$ cat config.mk
export PLATFORM = sky130hd
export DESIGN_NAME = sac_cell
export DESIGN_NICKNAME = d
export VERILOG_FILES = /design/src/rtl/sac_pkg.sv /design/src/rtl/sac_input_mux.sv /design/src/rtl/sac_func_core.sv /design/src/rtl/sac_bus_ctrl.sv /design/src/rtl/sac_cell.sv
export SDC_FILE = /design/constraint.sdc
export NUM_CORES = 1
export LEC_CHECK = 0
export ABC_AREA = 0
export BUFFER_PORTS_ARGS = -buffer_cell sky130_fd_sc_hd__buf_4
export CORE_AREA = 2 2 62 64
export CTS_BUF_LIST = sky130_fd_sc_hd__clkbuf_16
export DETAILED_ROUTE_END_ITERATION = 10
export DIE_AREA = 0 0 64 66
export PLACE_DENSITY = 0.62
export SKIP_CTS_REPAIR_TIMING = 1
export SYNTH_ARGS = -nofsm -noshare
export SYNTH_HDL_FRONTEND = slang
export SYNTH_SLANG_ARGS = --single-unit
$ cat constraint.sdc
create_clock -name col_clk -period 2.3 [get_ports col_clk]
set_input_delay 0 -clock col_clk [delete_from_list [all_inputs] [get_ports col_clk]]
set_output_delay 0 -clock col_clk [all_outputs]
set_load 0.005 [all_outputs]
$ cat src/rtl/sac_pkg.sv
package sac_pkg;
  localparam int NBR   = 4;   // neighbour directions
  localparam int NBUS  = 4;   // local bus lines
  localparam int SEL_W = 3;   // input selector width
  localparam int ST_W  = 2;   // function state width
  localparam int RB_W  = $clog2(NBUS);

  typedef struct packed {
    logic            turn2_dir;
    logic            turn2;
    logic            turn1_dir;
    logic            turn1;
    logic            drv_tri;
    logic            drv_en;
    logic [NBUS-1:0] wr_en;
    logic [RB_W-1:0] rd_bus;
    logic [1:0]      rd_mode;
    logic [ST_W-1:0] state;
    logic [SEL_W-1:0] b_sel;
    logic [SEL_W-1:0] a_sel;
  } cell_cfg_t;

  localparam int CFG_W = $bits(cell_cfg_t);

  // neighbour pick, or constant one for the upper codes
  function automatic logic pick_input(logic [NBR-1:0] v, logic [SEL_W-1:0] s);
    if (s[SEL_W-1]) return 1'b1;
    return v[s[SEL_W-2:0]];
  endfunction

  // returns {a, b} for a function state
  function automatic logic [1:0] cell_fn(logic [ST_W-1:0] st, logic l, logic r, logic q);
    case (st)
      2'd0:    return {l, r};
      2'd1:    return {r, l};
      2'd2:    return {l ^ r, l & r};
      default: return {q, q};
    endcase
  endfunction
endpackage

$ cat src/rtl/sac_input_mux.sv
module sac_input_mux
  import sac_pkg::*;
(
  input  logic [NBR-1:0]   nbr,
  input  logic [SEL_W-1:0] sel,
  output logic             y
);
  always_comb y = pick_input(nbr, sel);
endmodule

$ cat src/rtl/sac_func_core.sv
module sac_func_core
  import sac_pkg::*;
(
  input  logic            clk,
  input  logic            rst,
  input  logic [ST_W-1:0] state,
  input  logic [1:0]      rd_mode,
  input  logic [RB_W-1:0] rd_bus,
  input  logic [NBUS-1:0] bus_in,
  input  logic            a_pick,
  input  logic            b_pick,
  output logic            a_out,
  output logic            b_out
);
  logic rd_val;
  logic left_t;
  logic right_t;
  logic q;

  always_comb begin
    case (rd_mode)
      2'd1:    rd_val = bus_in[rd_bus];
      2'd2:    rd_val = q;
      default: rd_val = 1'b1;
    endcase
  end

  assign left_t  = a_pick & rd_val;
  assign right_t = b_pick;

  always_ff @(posedge clk) begin
    if (rst) q <= 1'b0;
    else     q <= left_t ^ right_t;
  end

  always_comb {a_out, b_out} = cell_fn(state, left_t, right_t, q);

  // state 1 exchanges the two product terms
  a_r4_swap: assert property (@(posedge clk) disable iff (rst)
    (state == 2'd1) |-> (a_out == right_t) && (b_out == left_t));

  // XOR and AND of the same pair are never both high
  a_r5_xor_and_exclusive: assert property (@(posedge clk) disable iff (rst)
    (state == 2'd2) |-> !(a_out && b_out));

  // registered state drives both outputs alike
  a_r6_reg_both: assert property (@(posedge clk) disable iff (rst)
    (state == 2'd3) |-> (a_out == b_out));
endmodule

$ cat src/rtl/sac_bus_ctrl.sv
module sac_bus_ctrl
  import sac_pkg::*;
(
  input  logic            clk,
  input  logic            rst,
  input  logic [NBUS-1:0] wr_en,
  input  logic            drv_en,
  input  logic            drv_tri,
  input  logic            turn1,
  input  logic            turn1_dir,
  input  logic            turn2,
  input  logic            turn2_dir,
  input  logic [1:0]      rd_mode,
  input  logic [RB_W-1:0] rd_bus,
  input  logic [NBUS-1:0] bus_in,
  input  logic            wdata,
  input  logic            b_pick,
  output logic [NBUS-1:0] bus_out,
  output logic [NBUS-1:0] bus_oe,
  output logic            cfg_err
);
  localparam int NPAIR = NBUS / 2;

  logic [NPAIR-1:0] turn_on;
  logic [NPAIR-1:0] turn_dir;
  logic [NBUS-1:0]  conflict;
  logic [NBUS-1:0]  turn_tgt;
  logic [NBUS-1:0]  wr_ok;

  assign turn_on  = {turn2, turn1};
  assign turn_dir = {turn2_dir, turn1_dir};

  for (genvar i = 0; i < NBUS; i++) begin : g_bus
    localparam int P     = i / 2;
    localparam bit IS_NS = (i % 2) == 0;
    logic       use_rd;
    logic       use_wr;
    logic       use_tn;
    logic [1:0] uses;

    assign use_rd = (rd_mode == 2'd1) && (rd_bus == RB_W'(i));
    assign use_wr = wr_en[i] & drv_en;
    assign use_tn = turn_on[P];
    assign uses   = 2'(use_rd) + 2'(use_wr) + 2'(use_tn);
    assign conflict[i] = uses > 2'd1;

    // a north-south line is the target when the direction bit is set
    assign turn_tgt[i] = turn_on[P] & (IS_NS ? turn_dir[P] : ~turn_dir[P]);
    assign wr_ok[i]    = use_wr & (~drv_tri | b_pick);

    assign bus_oe[i]  = ~conflict[i] & (wr_ok[i] | turn_tgt[i]);
    assign bus_out[i] = bus_oe[i] & (turn_tgt[i] ? bus_in[i ^ 1] : wdata);

    // a line in conflict is left undriven
    a_r9_conflict_quiet: assert property (@(posedge clk) disable iff (rst)
      conflict[i] |-> !bus_oe[i]);

    // released line carries zero data
    a_r10_idle_zero: assert property (@(posedge clk) disable iff (rst)
      !bus_oe[i] |-> !bus_out[i]);

    // dynamic tri-state releases a write-only line when B is low
    a_r7_tri_release: assert property (@(posedge clk) disable iff (rst)
      (drv_tri && !b_pick && !turn_tgt[i]) |-> !bus_oe[i]);
  end

  assign cfg_err = |conflict;
endmodule

$ cat src/rtl/sac_cell.sv
module sac_cell
  import sac_pkg::*;
(
  input  logic             col_clk,
  input  logic             col_rst,
  input  logic             cfg_we,
  input  logic [CFG_W-1:0] cfg_wdata,
  input  logic [NBR-1:0]   a_in,
  input  logic [NBR-1:0]   b_in,
  input  logic [NBUS-1:0]  bus_in,
  output logic             a_out,
  output logic             b_out,
  output logic [NBUS-1:0]  bus_out,
  output logic [NBUS-1:0]  bus_oe,
  output logic             cfg_err
);
  cell_cfg_t cfg;
  logic [1:0] picks;

  always_ff @(posedge col_clk) begin
    if (col_rst)     cfg <= '0;
    else if (cfg_we) cfg <= cell_cfg_t'(cfg_wdata);
  end

  // configuration word is taken on the strobe
  a_r1_cfg_load: assert property (@(posedge col_clk) disable iff (col_rst)
    cfg_we |=> (cfg == cell_cfg_t'($past(cfg_wdata))));

  // two independent selectors, index 0 for A and 1 for B
  for (genvar s = 0; s < 2; s++) begin : g_sel
    sac_input_mux i_mux (
      .nbr (s == 0 ? a_in : b_in),
      .sel (s == 0 ? cfg.a_sel : cfg.b_sel),
      .y   (picks[s])
    );
  end

  sac_func_core i_core (
    .clk     (col_clk),
    .rst     (col_rst),
    .state   (cfg.state),
    .rd_mode (cfg.rd_mode),
    .rd_bus  (cfg.rd_bus),
    .bus_in  (bus_in),
    .a_pick  (picks[0]),
    .b_pick  (picks[1]),
    .a_out   (a_out),
    .b_out   (b_out)
  );

  sac_bus_ctrl i_bus (
    .clk       (col_clk),
    .rst       (col_rst),
    .wr_en     (cfg.wr_en),
    .drv_en    (cfg.drv_en),
    .drv_tri   (cfg.drv_tri),
    .turn1     (cfg.turn1),
    .turn1_dir (cfg.turn1_dir),
    .turn2     (cfg.turn2),
    .turn2_dir (cfg.turn2_dir),
    .rd_mode   (cfg.rd_mode),
    .rd_bus    (cfg.rd_bus),
    .bus_in    (bus_in),
    .wdata     (a_out),
    .b_pick    (picks[1]),
    .bus_out   (bus_out),
    .bus_oe    (bus_oe),
    .cfg_err   (cfg_err)
  );
endmodule

==> reports/results.ini, run 1 <==
[routing]
drt_iter0_drc = 21
wl_mm = 3.376
vias_per_cell = 5.000
vias = 1275
drc_errors = 0
drt-pass1-iter-count = 4
wl_per_cell_um = 13.24
detail-route-antenna-nets = 0

[final_layout]
syn_to_final_growth_pct = 46.15
n_antenna_cell = 0
drive_gt1_share_pct = 32.37
stdcell_count = 255
final_util_pct = 55.57
nets = 252
fin_area_um2 = 1973

[clock_network]
cts_max_level = 1
cts_buffers = 3
cts-root-buf = clkbuf_16
cts_tree = built
clockBufferDepth = 2
clock-sinks = 23
worstSkewPairLatency_ns = 0.26
cts.clk_slew.worst_paths_ns = 0.06

[pwr]
power_density_nw_per_um2 = 552.0
vdd_drop_max_uv = 414.3
p_leak_nw = 0.9275

[synthesis]
synth.avg_cell_area_um2 = 8.824
synth_area_leaders = dfxtp_1, mux2i_1, nor2_1, ha_1, inv_1
yosysWarnings = 0
seq_area_frac_synth_pct = 34.11
synth_nets = 197
synthCells = 153
ys_types = 30
synth_area_leader_cell = dfxtp_1
netlist_area_um2 = 1350
synth_top_area_share_pct = 34.11
synth_seq_cells = 23

[min_path]
whs_path_depth = 3
hold_path.class = input pin to flop
min_from = cfg_wdata[4]
holdPathEnd = cfg[4]$_SDFFE_PP0P_

[run]
maxCapViolations = 0

[floorplan]
die_area_um2 = 4224
num_rows = 22
core-area_um2 = 3551
start_util_pct = 38.02
die-height_um = 66
num_io_pins = 48
fp.dieW_um = 64

[global_route]
grt_pass1_wl_mm = 5.195
grt_overflow = 0
gr-usage-all-layers_pct = 15.67
antenna_found_initial = 0
first_global_vias = 1199
grt_max_degree = 24

[placed_design]
dpl.cell_count = 242
dp_slack_ns = 0.08960
place.gp.congestion = 0.8248
placed_area_um2 = 1737
dpl.hpwl_mm = 2.541
numPortBuffers = 47

[worst_setup_path]
crit-reg2reg-launch = cfg[9]$_SDFFE_PP0P_
crit_chain = inv_2, ha_4, a21oi_4, o21ai_2, o21a_1, ha_4, a21oi_4, a211oi_4, a32o_2, buf_6
startpoint_type = flop
crit_arrival_ns = 2.24
rrSetupSlack_ns = 0.77
cp-end-kind = output pin
reg2reg_depth = 7
slowest_stage = dfxtp_2
path_max_fanout = 4
cpPeakStageDelay_ns = 0.35
critPathRequiredTime_ns = 2.30
r2r-end = i_core.q$_SDFF_PP0_
crit_type = flop to output pin

[sta]
min_period_ns = 2.239
slew_violations = 0
skew_ns = 0.0004652
fmax_mhz = 446.6
finalSetupViolCount = 0
fin_ws_ns = 0.06077
slew_headroom_pct = 74.60
hold_ws_ns = -0.02544
hold_viol = 12
fin_crit_sh_pct = 97.36
rsz0062_at_grt = true
worst_slew_pin_slew_ns = 0.3810

[status]
status = finished with violations
violations = hold timing

[synth_stat cells]
master and instances:
a31oi_1 1, a22oi_1 1, o211a_1 1, a211oi_1 1, o21ai_0 3, o21bai_1 2, o21a_1 1, buf_2 3
and2_1 2, nor2_1 34, a2bb2o_1 2, nand4b_1 2, nor2b_1 3, o21ai_1 1, nand2b_1 3, a311oi_1 2
dfxtp_1 23, nand3_1 2, clkbuf_1 3, inv_1 7, a22o_1 3, mux2i_1 28, a32o_1 2, a21oi_1 5
ha_1 7, o211ai_2 1, nand2_1 7, a211oi_4 1, a21bo_4 1, nor4_1 1
[logic make-up (layout without fill, tap and decap cells)]
kind of cell,after synthesis,after routing,synth area share [%]
compound gates,28,28,17.15
fa+ha+maj,7,7,6.487
buf+inv,13,67,3.892
flops,23,23,34.11
mux,28,28,20.76
simple gates,54,54,17.61
[worst max-delay path: cells and delay by family, from the launching register on]
kind,cells,cell delay [ns]
flip-flops,1,0.35
buffers and inverters,2,0.14
adder cells (fa/ha/maj),2,0.50
AO/OA/AOI/OAI,6,0.99
[worst max path at each step]
| stage | from | endpoint | slack, ns |
|---|---|---|---|
| 2_1_floorplan | cfg[8]$_SDFFE_PP0P_ | bus_out[0] | 0.37 |
| 3_3_place_gp | cfg[8]$_SDFFE_PP0P_ | bus_out[2] | 0.17 |
| 3_5_place_dp | cfg[8]$_SDFFE_PP0P_ | bus_out[2] | 0.09 |
| 4_1_cts | cfg[8]$_SDFFE_PP0P_ | bus_out[2] | -0.22 |
| 5_1_grt | cfg[11]$_SDFFE_PP0P_ | bus_out[1] | -0.07 |
| 6_report | cfg[8]$_SDFFE_PP0P_ | bus_out[3] | 0.06 |
[through the flow]
| stage | total power, W | setup TNS (ns) |
|---|---|---|
| after floorplan | 0.0005803 | 0 |
| after global placement | 0.0006703 | 0 |
| after global routing | 0.001147 | -0.2135 |
| final | 0.001089 | 0 |
| after detailed placement | 0.0006768 | 0 |
| after CTS | 0.001059 | -0.8250 |
[registers in the layout, indices dropped and copies added (netlist names)]
name	flops
cfg	22
i_core.q	1
[cell type report]
class | instances | area [µm²]
clock buffer | 3 | 75.07
inverter | 7 | 26.28
multi-input combinational | 117 | 897.1
fill | 336 | 1578
sequential | 23 | 465.4
clock inverter | 1 | 5.005
tap | 48 | 60.06
timing repair buffer | 56 | 444.2
[layer usage]
layer,vias to the layer above,share of wire (%),GRT usage [%],wire [µm]
met5,-,0,0,0
met4,0,1.0,4.891,34
met3,5,5.4,4.089,181
met2,35,50,28.78,1685
met1,587,44,17.59,1475
li1,648,-,-,-
[placed cells by master, fill, tap and decap left out, types with 2 or more instances in the layout]
| cell | n |
|---|---|
| dlygate4sd3_1 | 8 |
| nand2_1 | 6 |
| inv_1 | 6 |
| a21oi_1 | 3 |
| nor2_1 | 33 |
| nand4b_1 | 2 |
| nand3_1 | 2 |
| and2_1 | 2 |
| buf_4 | 47 |
| dfxtp_1 | 21 |
| nor2b_1 | 3 |
| o21bai_1 | 2 |
| a2bb2o_1 | 2 |
| nand2b_1 | 3 |
| a311oi_1 | 2 |
| o21ai_0 | 3 |
| clkbuf_16 | 3 |
| mux2i_1 | 28 |
| a22o_1 | 3 |
| a21oi_4 | 2 |
| ha_1 | 4 |
| ha_4 | 2 |
[power breakdown]
| group | internal [W] | total, W | switching, W |
|---|---|---|---|
| combinational | 0.000148 | 0.000254 | 0.000106 |
| clock | 0.000234 | 0.000378 | 0.000144 |
| sequential | 0.000425 | 0.000458 | 0.0000330 |
Power figures use the tool's default switching activity.
==> run 2: changes to the inputs <==
==> constraint.sdc (replaced) <==
create_clock -name col_clk -period 2.3 [get_ports col_clk]
set_input_delay 0.46 -clock col_clk [delete_from_list [all_inputs] [get_ports col_clk]]
set_output_delay 0.46 -clock col_clk [all_outputs]
set_load 0.005 [all_outputs]
==> run 2 against run 1 <==
The flow finishes with violations (setup timing). Largest power group unchanged. Largest cell class unchanged. First-iteration DRC count rose by 71%. Setup slack got worse by 0.46 ns. Critical endpoint unchanged. Cell area rose by 3.9%.
==> reports/results.ini, run 2 (synthesis results as in run 1) <==
[sta]
worst_slew_pin_slew_ns = 0.3661
min_period_ns = 2.695
tns_ns = -2.065
rsz0062_at_grt = true
finalSetupViolCount = 10
fin_crit_sh_pct = 117.2
hold_viol = 0
skew_ns = 0.001869
fmax_mhz = 371.1
slew_violations = 0
fin_ws_ns = -0.3949
slew_headroom_pct = 75.59

[routing]
vias = 1298
drt_iter0_drc = 36
wl_per_cell_um = 13.14
vias_per_cell = 5.070
drc_errors = 0
detail-route-antenna-nets = 0
wl_mm = 3.365
drt-pass1-iter-count = 4

[clock_network]
cts-root-buf = clkbuf_16
cts_buffers = 3
clock-sinks = 23
worstSkewPairLatency_ns = 0.26
cts_max_level = 1
cts.clk_slew.worst_paths_ns = 0.06
clockBufferDepth = 2
cts_tree = built

[final_layout]
drive_gt1_share_pct = 41.83
syn_to_final_growth_pct = 51.81
layout_commonest_cell = buf_4
layout_common_cells = buf_4, nor2_1, mux2i_1, dfxtp_1
reg.largest.list = cfg: 22 flops, i_core.q: 1 flops
max_flop_register = cfg
stdcell_count = 256
n_antenna_cell = 0
largest_reg_flops = 22
fillCellCount = 324
nets = 253

[floorplan]
die_area_um2 = 4224
die-height_um = 66
fp.dieW_um = 64
core-area_um2 = 3551
start_util_pct = 38.02
num_rows = 22
num_io_pins = 48

[worst_setup_path]
crit_arrival_ns = 2.23
startpoint_type = flop
slowest_stage = dfxtp_2
cp-end-kind = output pin
crit_chain = ha_4, a21oi_4, o21ai_2, o21a_1, ha_4, a21oi_4, a211oi_4, a32o_1, buf_4
critPathRequiredTime_ns = 1.84
cpPeakStageDelay_ns = 0.34
cp_num_buf_inv = 1
crit_type = flop to output pin
path_max_fanout = 4
path_delay_family = compound AO/OA/AOI/OAI gates

[min_path]
hold_path.class = input pin to flop

[status]
violations = setup timing
status = finished with violations

[pwr]
vdd_drop_max_uv = 253.0
p_leak_nw = 0.9493
power_density_nw_per_um2 = 538.4

[run]
maxCapViolations = 0

[placed_design]
dpl.cell_count = 250
dpl.hpwl_mm = 2.493
numPortBuffers = 47
place.gp.congestion = 0.8523

[global_route]
grt_max_degree = 24
grt_overflow = 0
first_global_vias = 1297
antenna_found_initial = 0
grt_pass1_wl_mm = 5.299
gr-usage-all-layers_pct = 15.82

[run 2: cell types whose count changed in the layout (fill, tap and decap cells not counted), sizes merged]
cell	delta
buf	+9
clkinv	-1
dlygate4sd3	-8
inv	+1
[run 2: layer usage]
layer / share of wire (%) / wire length (µm) / track usage [%] / up-vias
li1: - / - / - / 655
met2: 49 / 1640 / 29.17 / 49
met5: 0 / 0 / 0 / -
met4: 1.0 / 35 / 6.793 / 0
met1: 44 / 1474 / 17.59 / 591
met3: 6.4 / 215 / 3.066 / 3
[run 2: power breakdown]
part | leakage [nW] | switching (W) | internal (W)
Clock | 0.0423 | 0.000138 | 0.000232
Sequential | 0.191 | 0.0000327 | 0.000426
Combinational | 0.716 | 0.000116 | 0.000158
Total | 0.949 | 0.000287 | 0.000816
[run 2: cell type report]
class,count,area [µm²],area share [%]
Multi-Input combinational cell,117,979.7,47.80
Sequential cell,23,465.4,22.71
Timing Repair Buffer,57,439.2,21.43
Clock buffer,3,75.07,3.663
Tap cell,48,60.06,2.930
Inverter,7,26.28,1.282
Clock inverter,1,3.754,0.1831
[run 2: worst paths after layout]
check | startpoint | end | slack (ns) | cells past startpoint
worst max-delay path | cfg[9]$_SDFFE_PP0P_ | bus_out[3] | -0.39 | 9
worst min-delay path | cfg_wdata[19] | cfg[19]$_SDFFE_PP0P_ | 0.44 | 3
worst max register to register | cfg[0]$_SDFFE_PP0P_ | i_core.q$_SDFF_PP0_ | 0.82 | 5
worst min register to register | cfg[5]$_SDFFE_PP0P_ | cfg[5]$_SDFFE_PP0P_ | 0.53 | 2
[run 2: worst min-delay path, stage by stage]
cell	delay (ns)
buf_4	0.08
mux2i_1	0.05
nor2_1	0.07
[run 2: per-stage QoR]
step | utilization [%] | instance area [µm²] | setup WS [ns] | hold slack, ns | power (W)
after global routing | 57.72 | 2049 | -0.4735 | 0.4435 | 0.001167
after CTS | 52.92 | 1879 | -0.5370 | 0.4339 | 0.001068
final | 57.72 | 2049 | -0.3949 | 0.4369 | 0.001103
after detailed placement | 50.70 | 1800 | -0.2682 | 0.5185 | 0.0006920
after global placement | 50.70 | 1800 | -0.2056 | 0.4909 | 0.0006849
after floorplan | - | 1354 | -0.004691 | 0.4739 | 0.0005825
